File: src/rtl/be_lsu_pkg.sv
// Shared definitions for the big-endian load/store alignment unit.
// Assumes a 32-bit datapath built from 8-bit byte lanes.
package be_lsu_pkg;
    localparam int DATA_W  = 32;
    localparam int OFF_W   = 16;
    localparam int LANE_W  = 8;
    localparam int NLANE   = DATA_W / LANE_W;
    localparam int LOFF_W  = $clog2(NLANE);

    typedef enum logic [1:0] {
        SZ_BYTE = 2'b00,
        SZ_HALF = 2'b01,
        SZ_WORD = 2'b10,
        SZ_RSVD = 2'b11
    } acc_size_e;
endpackage

File: src/rtl/be_lsu_addr.sv
// Forms the effective byte address and flags misalignment.
// Assumes the displacement is two's complement and that size code 11 is reserved.
module be_lsu_addr
    import be_lsu_pkg::*;
(
    input  logic [DATA_W-1:0] base_val,
    input  logic [OFF_W-1:0]  offset_imm,
    input  acc_size_e         size,
    output logic [DATA_W-1:0] eff_addr,
    output logic              misaligned
);
    logic [DATA_W-1:0] disp_ext;

    // Sign-extend the displacement and add it to the base.
    always_comb begin
        disp_ext = {{(DATA_W-OFF_W){offset_imm[OFF_W-1]}}, offset_imm};
        eff_addr = base_val + disp_ext;
    end

    // An access of S bytes is legal only when the address is a multiple of S.
    always_comb begin
        unique case (size)
            SZ_BYTE: misaligned = 1'b0;
            SZ_HALF: misaligned = eff_addr[0];
            SZ_WORD: misaligned = |eff_addr[LOFF_W-1:0];
            default: misaligned = 1'b1;
        endcase
    end
endmodule

File: src/rtl/be_lsu_store.sv
// Steers store data onto big-endian byte lanes and builds the lane enables.
// Assumes the caller already masks the request with the trap; lane NLANE-1
// holds the lowest address of a word.
module be_lsu_store
    import be_lsu_pkg::*;
(
    input  logic              wr_go,
    input  acc_size_e         size,
    input  logic [LOFF_W-1:0] loff,
    input  logic [DATA_W-1:0] src,
    output logic [NLANE-1:0]  be,
    output logic [DATA_W-1:0] wdata
);
    for (genvar g = 0; g < NLANE; g++) begin : g_lane
        localparam logic [LOFF_W-1:0] LANE_OFF = LOFF_W'(NLANE - 1 - g);
        logic              hit;
        logic [LANE_W-1:0] byte_v;

        // Decide whether this lane is written and which source byte lands in it.
        always_comb begin
            hit    = 1'b0;
            byte_v = '0;
            unique case (size)
                SZ_BYTE: begin
                    hit    = (loff == LANE_OFF);
                    byte_v = src[LANE_W-1:0];
                end
                SZ_HALF: begin
                    hit    = (loff[LOFF_W-1:1] == LANE_OFF[LOFF_W-1:1]);
                    byte_v = LANE_OFF[0] ? src[LANE_W-1:0] : src[2*LANE_W-1:LANE_W];
                end
                SZ_WORD: begin
                    hit    = 1'b1;
                    byte_v = src[g*LANE_W +: LANE_W];
                end
                default: begin
                    hit    = 1'b0;
                    byte_v = '0;
                end
            endcase
        end

        // Drive the enable and zero the data of lanes that are not written.
        always_comb begin
            be[g]                     = wr_go & hit;
            wdata[g*LANE_W +: LANE_W] = (wr_go & hit) ? byte_v : '0;
        end
    end
endmodule

File: src/rtl/be_lsu_load.sv
// Holds the access shape of an outstanding load and extracts the result
// from the returned word. Assumes the memory answers exactly one cycle
// after the read request.
module be_lsu_load
    import be_lsu_pkg::*;
(
    input  logic              clk,
    input  logic              rst_n,
    input  logic              rd_go,
    input  acc_size_e         size,
    input  logic              uns,
    input  logic [LOFF_W-1:0] loff,
    input  logic [DATA_W-1:0] rdata,
    output logic              load_valid,
    output logic [DATA_W-1:0] load_result
);
    acc_size_e         size_q;
    logic              uns_q;
    logic [LOFF_W-1:0] loff_q;
    logic [DATA_W-1:0] byte_shift;
    logic [DATA_W-1:0] half_shift;
    logic [LANE_W-1:0]   byte_v;
    logic [2*LANE_W-1:0] half_v;

    // Record the shape of an accepted load until its data returns.
    always_ff @(posedge clk) begin
        if (!rst_n) begin
            load_valid <= 1'b0;
            size_q     <= SZ_WORD;
            uns_q      <= 1'b0;
            loff_q     <= '0;
        end else begin
            load_valid <= rd_go;
            if (rd_go) begin
                size_q <= size;
                uns_q  <= uns;
                loff_q <= loff;
            end
        end
    end

    // Move the addressed lanes to the bottom of the word: lowest address sits highest.
    always_comb begin
        byte_shift = rdata >> (LANE_W * (NLANE - 1 - int'(loff_q)));
        half_shift = rdata >> (LANE_W * (NLANE - 2 - 2 * int'(loff_q[LOFF_W-1:1])));
        byte_v     = byte_shift[LANE_W-1:0];
        half_v     = half_shift[2*LANE_W-1:0];
    end

    // Widen to the full word by sign or by zero.
    always_comb begin
        unique case (size_q)
            SZ_BYTE: load_result = {{(DATA_W-LANE_W){byte_v[LANE_W-1] & ~uns_q}}, byte_v};
            SZ_HALF: load_result = {{(DATA_W-2*LANE_W){half_v[2*LANE_W-1] & ~uns_q}}, half_v};
            default: load_result = rdata;
        endcase
    end


    resp_follows_accept_chk: assert property (@(posedge clk) disable iff (!rst_n)
        load_valid |-> $past(rd_go));

    sbyte_ext_chk: assert property (@(posedge clk) disable iff (!rst_n)
        (load_valid && size_q == SZ_BYTE && !uns_q) |->
        (load_result[DATA_W-1:LANE_W] == {(DATA_W-LANE_W){load_result[LANE_W-1]}}));

    uhalf_zero_chk: assert property (@(posedge clk) disable iff (!rst_n)
        (load_valid && size_q == SZ_HALF && uns_q) |->
        (load_result[DATA_W-1:2*LANE_W] == '0));

    word_pass_chk: assert property (@(posedge clk) disable iff (!rst_n)
        (load_valid && size_q == SZ_WORD) |-> (load_result == rdata));
endmodule

File: src/rtl/be_lsu_align.sv
// Top of the big-endian load/store alignment unit: address formation,
// alignment trap, store lane steering and load extraction.
// Assumes a word-wide memory with one-cycle read latency.
module be_lsu_align
    import be_lsu_pkg::*;
(
    input  logic        clk,
    input  logic        rst_n,
    input  logic        req_valid,
    input  logic        req_is_store,
    input  logic [1:0]  req_size,
    input  logic        req_unsigned,
    input  logic [31:0] base_val,
    input  logic [15:0] offset_imm,
    input  logic [31:0] store_src,
    output logic [31:0] mem_addr,
    output logic        mem_req,
    output logic        mem_we,
    output logic [3:0]  mem_be,
    output logic [31:0] mem_wdata,
    input  logic [31:0] mem_rdata,
    output logic        load_valid,
    output logic [31:0] load_result,
    output logic        trap_misalign
);
    acc_size_e size_e;
    logic      misaligned;
    logic      go;

    // Interpret the size code.
    always_comb size_e = acc_size_e'(req_size);

    be_lsu_addr u_addr (
        .base_val   (base_val),
        .offset_imm (offset_imm),
        .size       (size_e),
        .eff_addr   (mem_addr),
        .misaligned (misaligned)
    );

    // Gate the request with the alignment result.
    always_comb begin
        trap_misalign = req_valid & misaligned;
        go            = req_valid & ~misaligned;
        mem_req       = go;
        mem_we        = go & req_is_store;
    end

    be_lsu_store u_store (
        .wr_go (go & req_is_store),
        .size  (size_e),
        .loff  (mem_addr[LOFF_W-1:0]),
        .src   (store_src),
        .be    (mem_be),
        .wdata (mem_wdata)
    );

    be_lsu_load u_load (
        .clk         (clk),
        .rst_n       (rst_n),
        .rd_go       (go & ~req_is_store),
        .size        (size_e),
        .uns         (req_unsigned),
        .loff        (mem_addr[LOFF_W-1:0]),
        .rdata       (mem_rdata),
        .load_valid  (load_valid),
        .load_result (load_result)
    );


    trap_quiet_chk: assert property (@(posedge clk) disable iff (!rst_n)
        trap_misalign |-> (!mem_req && !mem_we && mem_be == 4'b0000));

    word_align_chk: assert property (@(posedge clk) disable iff (!rst_n)
        (mem_req && req_size == 2'b10) |-> (mem_addr[1:0] == 2'b00));

    byte_one_lane_chk: assert property (@(posedge clk) disable iff (!rst_n)
        (mem_we && req_size == 2'b00) |-> ($countones(mem_be) == 1));

    read_no_enable_chk: assert property (@(posedge clk) disable iff (!rst_n)
        !mem_we |-> (mem_be == 4'b0000));
endmodule

File: config.mk
export PLATFORM = sky130hd
export DESIGN_NAME = be_lsu_align
export DESIGN_NICKNAME = d
export VERILOG_FILES = /design/src/rtl/be_lsu_pkg.sv /design/src/rtl/be_lsu_addr.sv /design/src/rtl/be_lsu_store.sv /design/src/rtl/be_lsu_load.sv /design/src/rtl/be_lsu_align.sv
export SDC_FILE = /design/constraint.sdc
export NUM_CORES = 1
export LEC_CHECK = 0
export ABC_AREA = 1
export BUFFER_PORTS_ARGS = -buffer_cell sky130_fd_sc_hd__buf_2
export CORE_MARGIN = 2
export CORE_UTILIZATION = 41
export CTS_CLUSTER_DIAMETER = 150
export DETAILED_ROUTE_END_ITERATION = 16
export PLACE_DENSITY = 0.87
export SLEW_MARGIN = 10
export SYNTH_ARGS = -nofsm -noshare
export SYNTH_HDL_FRONTEND = slang
export SYNTH_SLANG_ARGS = --single-unit
export TNS_END_PERCENT = 50
File: constraint.sdc
create_clock -name clk -period 2.9 [get_ports clk]
set_clock_uncertainty 0.1 [all_clocks]
set_input_delay 0.58 -clock clk [delete_from_list [all_inputs] [get_ports clk]]
set_output_delay 0.58 -clock clk [all_outputs]
set_load 0.01 [all_outputs]
Word-level counts from Yosys, hierarchy flattened
Index checks and enable logic that the tools add are counted.
{"block": "word_totals", "register_bits": 6, "in_bits": 119, "output_inout_bits": 104, "word_cells": 50}
{"block": "classes", "addsub": 3, "n_eq_ne": 6, "shifts": 2, "n_mux": 14, "bitwise": 14, "reduce_logical": 7}
{"cell": "$pmux 32 s2", "n": 1}
{"cell": "$mux 8", "n": 5}
{"cell": "$add 32x32->32", "n": 1}
{"cell": "$pmux 8 s2", "n": 2}
{"cell": "$shr 32x32->16", "n": 1}
{"cell": "$shr 32x32->8", "n": 1}
{"cell": "$pmux 8 s3", "n": 1}
{"cell": "$pmux 1 s3", "n": 5}
{"cell": "$and 1x1->1", "n": 10}
{"cell": "$eq 2x1->1 const B", "n": 3}
{"cell": "$eq 2x2->1 const B", "n": 3}
{"cell": "$logic_not 2->1", "n": 3}
{"cell": "$reduce_or 2->1", "n": 3}
{"cell": "$sub 2x2->3 const A", "n": 2}
{"cell": "$not 1->1", "n": 4}
{"cell": "$reduce_or 3->1", "n": 1}

Longest topological paths before layout
{"block": "depth", "depth_word": 8, "ltp_mapped": 12, "ltp_nobuf": 12}

Hierarchy
A second synthesis with hierarchy kept.
{"block": "unflattened", "cells_unflattened": 822, "hier_area_um2": 4100.2}
{"mod": "be_lsu_addr", "instances": 1, "cells_each": 497, "area_each_um2": 2398.6, "seq_area_each_um2": 0.0}
{"mod": "be_lsu_load", "instances": 1, "cells_each": 171, "area_each_um2": 1034.7, "seq_area_each_um2": 120.1}
{"mod": "be_lsu_store", "instances": 1, "cells_each": 146, "area_each_um2": 634.4, "seq_area_each_um2": 0.0}
{"mod": "be_lsu_align", "instances": 1, "cells_each": 8, "area_each_um2": 32.5, "seq_area_each_um2": 0.0}

Least setup slack after synthesis
Ideal clock, no wire load.
{"block": "synth_timing", "path_kind": "input-to-output", "from": "in base_val[0]", "to": "out mem_wdata[0]", "t_arrival_ps": 2324, "required_time_ps": 2220, "path_slack_ps": -104, "path_stages": 8, "path_buffers": 1, "cell_sequence": "ha_1 > fa_1 > inv_1 > o21ai_0 > a31oi_1 > or2_1 > buf_6 > nor2_1"}
{"block": "synth_via", "elab_chain_len": 8, "elab_cells_between_ends": 10, "classes_between": "1 x add/sub; 1 x eq/ne; 3 x mux; 4 x bitwise; 1 x reduce/logical"}
{"element": "start, declared", "line_no": "be_lsu_align.sv:13", "source": "input logic [31:0] base_val,"}
{"element": "$add 32x32->32 *", "line_no": "be_lsu_addr.sv:17", "source": "eff_addr = base_val + disp_ext;"}
{"element": "via mem_addr[1]", "line_no": "be_lsu_align.sv:16", "source": "output logic [31:0] mem_addr,"}
{"element": "$reduce_or 2->1", "line_no": "be_lsu_addr.sv:25", "source": "SZ_WORD: misaligned = |eff_addr[LOFF_W-1:0];"}
{"element": "$pmux 1 s3", "line_no": "be_lsu_addr.sv:22", "source": "unique case (size)"}
{"element": "$not 1->1", "line_no": "be_lsu_align.sv:44", "source": "go = req_valid & ~misaligned;"}
{"element": "$and 1x1->1", "line_no": "be_lsu_align.sv:44"}
{"element": "$and 1x1->1", "line_no": "be_lsu_align.sv:50", "source": ".wr_go (go & req_is_store),"}
{"element": "$and 1x1->1 *", "line_no": "be_lsu_store.sv:46", "source": "wdata[g*LANE_W +: LANE_W] = (wr_go & hit) ? byte_v : '0;"}
{"element": "$mux 8 *", "line_no": "be_lsu_store.sv:46"}
{"element": "end, declared", "line_no": "be_lsu_align.sv:20", "source": "output logic [31:0] mem_wdata,"}
The timed path passes the listed nets; every way through them passes the cells marked *.

Final worst setup path
{"block": "layout_timing", "from": "in base_val[0]", "to": "out mem_wdata[17]"}
{"block": "layout_via", "elab_chain_len": 8, "elab_cells_between_ends": 11, "classes_between": "1 x add/sub; 1 x eq/ne; 3 x mux; 5 x bitwise; 1 x reduce/logical"}
{"element": "$add 32x32->32 *", "line_no": "be_lsu_addr.sv:17"}
{"element": "$reduce_or 2->1", "line_no": "be_lsu_addr.sv:25"}
{"element": "$pmux 1 s3", "line_no": "be_lsu_addr.sv:22"}
{"element": "$not 1->1", "line_no": "be_lsu_align.sv:44"}
{"element": "$and 1x1->1", "line_no": "be_lsu_align.sv:44"}
{"element": "$and 1x1->1", "line_no": "be_lsu_align.sv:50"}
{"element": "$and 1x1->1 *", "line_no": "be_lsu_store.sv:46"}
{"element": "$mux 8 *", "line_no": "be_lsu_store.sv:46"}
Every way passes the cells marked *; elsewhere a longest branch is shown, timed or not.

==> metrics <==
CTS root buffer clkbuf_8; Yosys top cell area share 36.7%; flops & latches, synth 6; critical path peak fanout 9; share of flip-flops with an asynchronous set or reset 0%; Critical Path Source Type input port; num ports 223; met3 WL 1.54 mm; Final #Nets 1197; Iter 0 DRT Violations 334; core footprint 0.00911 mm²; Slew Viols, Final 0; total power 0.00131 W; register area share after synthesis 3.15%; Setup CP Type in -> out; fin worst setup slack -132 ps; Syn Nets 949; synth unique cells 36; DP HPWL 12.5 mm; antenna violations before repair 0; endpoint type of the worst setup path output pin; TritonRoute pass-1 iters 7; combinational power share 83.4%; Max Fclk 330 MHz; Clock power frac 9.3%; Cell Area, Placed 0.00524 mm²; Fillers 906; Post-Syn Area 0.00381 mm²; DR DRC count 0; worst reg2reg path depth 2; worst-skew pair later-pin latency 220 ps; CP cell instances buf_8 > ha_4 > fa_2 > o21ai_2 > nand3_2 > inv_2 > nand2_4 > or2_4 > nor2_1 > buf_2; most frequent cell after synthesis nand2_1; CTS H-Tree Depth 1; Leak Pwr 3.73 nW; largest net degree at the start of global routing 22; Ys Warns 0; largest cells by area after synthesis nand2_1 (37%), inv_1 (14%), ha_1 (12%), nor2_1 (6.6%), nand3_1 (5.8%); switching power 0.000689 W; # Max-Cap Violations 0; Power Density 236 mW/mm²; Critical-path top delay cell fa_2; CTS tree built; Slew Limit Headroom 64.3%; reg2reg setup slack 1760 ps; IO buf count 222; first-pass GRT wire length 22.7 mm; DIE WIDTH 100 µm; CP Data Required Time 2220 ps; failing checks negative setup slack; cell area after layout 0.00554 mm²; Sw Ratio 52.6%; CP arrival 2350 ps; EDFF count, synth 0; height of the die 100 µm; num rows 35; Syn Area/Cell 4.80 µm²; slew at the pin closest to its max-slew limit 534 ps; initial core utilization 41.8%; Syn Inst Count 794; multi-input logic area 0.00321 mm²; full die area 0.0101 mm²; crit path time final 3030 ps; layout cell share with drive strength beyond 1 30.7%; Worst Hold Depth 2; grt ovf 0; Slowest Stage Delay on Critical Path 480 ps; Fin. Hold Viols 0; sequential power share 7.2%; Clock Sink Count 6; Overall Global Routing Usage 27.7%; Internal Pwr Total 0.000620 W; Util after Layout 60.8%; CP startpoint base_val[0]; main flop type after synthesis dfxtp_1; vias in the first global route 5171; TritonCTS buffer count 3; synth cell count leaders nand2_1 (372), inv_1 (139), nor2_1 (67); worst r2r src u_load.size_q[1]$_SDFFE_PN1P_; Area Growth Syn to Fin 45.5%; register area 120 µm²; cell taking the most area after synthesis nand2_1; clock slew at the register clock pins of the worst setup and hold paths 30 ps; Tightest Hold Check Type reg -> reg; final setup vio count 37; wire per inst 13.1 µm; post-cts hold buffer count 0; RSZ-0062 raised after global routing true; VDD IR-drop max 131 µV; GPL Wtd Cong 1.04; met2 WL 7.05 mm; period utilisation layout 105%; top sig layer met4; non-filler cells, final 1153; dpl cells 1143; DR vias 5797; final WL 15.1 mm; via-per-instance ratio 5.03; Clock Path Buffers 2; antenna viol nets, final 0; Hold Startpoint u_load.uns_q$_SDFFE_PN0P_; outcome finished, violations left; DRT met1 WL 5.93 mm
## logic make-up (layout without fill, tap and decap cells)
kind of cell	after synthesis	count (layout)	synth area share, %
xor gates and xnor gates	16	16	3.68
and+or+nand+nor	503	503	52.4
buffers and inverters	159	405	17.0
DFF	6	6	3.15
AOI/OAI and AO/OA	74	74	11.8
other	0	2	0
adders and majority gates	36	36	12.0
## metrics by stage
step                worst slack, ps  hold WS, ps  setup TNS, ps
finish                         -132          432          -2920
floorplan                     -13.5          378           -299
detailed placement             -351          425          -9480
CTS                            -148          440          -1800
global route                   -190          479          -5440
global placement               -238          399          -6690
## sequential cells by signal, summed over array words and instances (netlist names)
signal	flops
u_load.uns_q	1
u_load.load_valid	1
u_load.size_q	2
u_load.loff_q	2
## area by class of cell
type                       instances  share of cell area, %
tap                              111                   2.51
timing repair buffer             260                   27.0
multi-input combinational        629                   57.9
sequential                         6                   2.17
clock buffer                       3                  0.745
inverter                         142                   9.64
antenna                            2                 0.0903
## power by group through the flow
| stage | sequential, W | clock, W | combinational (W) |
|---|---|---|---|
| final | 0.0000949 | 0.000122 | 0.00109 |
| after global routing | 0.0000960 | 0.000134 | 0.00121 |
| after CTS | 0.0000948 | 0.000125 | 0.00104 |
| after detailed placement | 0.0000960 | 0 | 0.00103 |
| after global placement | 0.0000958 | 0 | 0.00102 |
| after floorplan | 0.0000933 | 0 | 0.000618 |
## worst max-delay path, delay by kind of cell
kind | cells | cell delay (ps)
adders and majority gates | 2 | 640
and+or+nand+nor | 4 | 620
buffers and inverters | 3 | 340
AOI/OAI and AO/OA | 1 | 170
## cell usage in the layout, fill, tap and decap left out, types with 3 or more instances in the layout
cell,n
a21oi_1,32
a21oi_2,9
a22oi_1,8
a31oi_1,4
buf_2,209
buf_4,37
buf_6,12
clkbuf_8,3
dfxtp_1,6
ha_1,31
ha_2,3
inv_1,138
inv_2,3
nand2_1,360
nand2_2,12
nand3_1,41
nand3_2,4
nand4_1,5
nor2_1,57
nor2_2,4
nor2_4,8
nor3_1,5
o21ai_0,9
or2_4,4
xor2_1,15
## worst paths after layout
path | endpoint
worst max-delay path | mem_wdata[17]
worst min-delay path | u_load.uns_q$_SDFFE_PN0P_
worst max register to register | u_load.size_q[1]$_SDFFE_PN1P_
worst min register to register | u_load.uns_q$_SDFFE_PN0P_
## per-layer routing
layer / global-route usage, % / up-vias
li1: - / 2936
met1: 32.7 / 2514
met2: 49.2 / 296
met3: 5.57 / 51
met4: 10.4 / 0
met5: 0 / -
## what timing repair did
action                                  CTS  global route
buffers inserted                          2             4
pin swaps                                 7             9
gates resized for setup                  11            48
endpoints found under the setup margin   38            54
No activity file was read; power rests on OpenSTA's default activity.
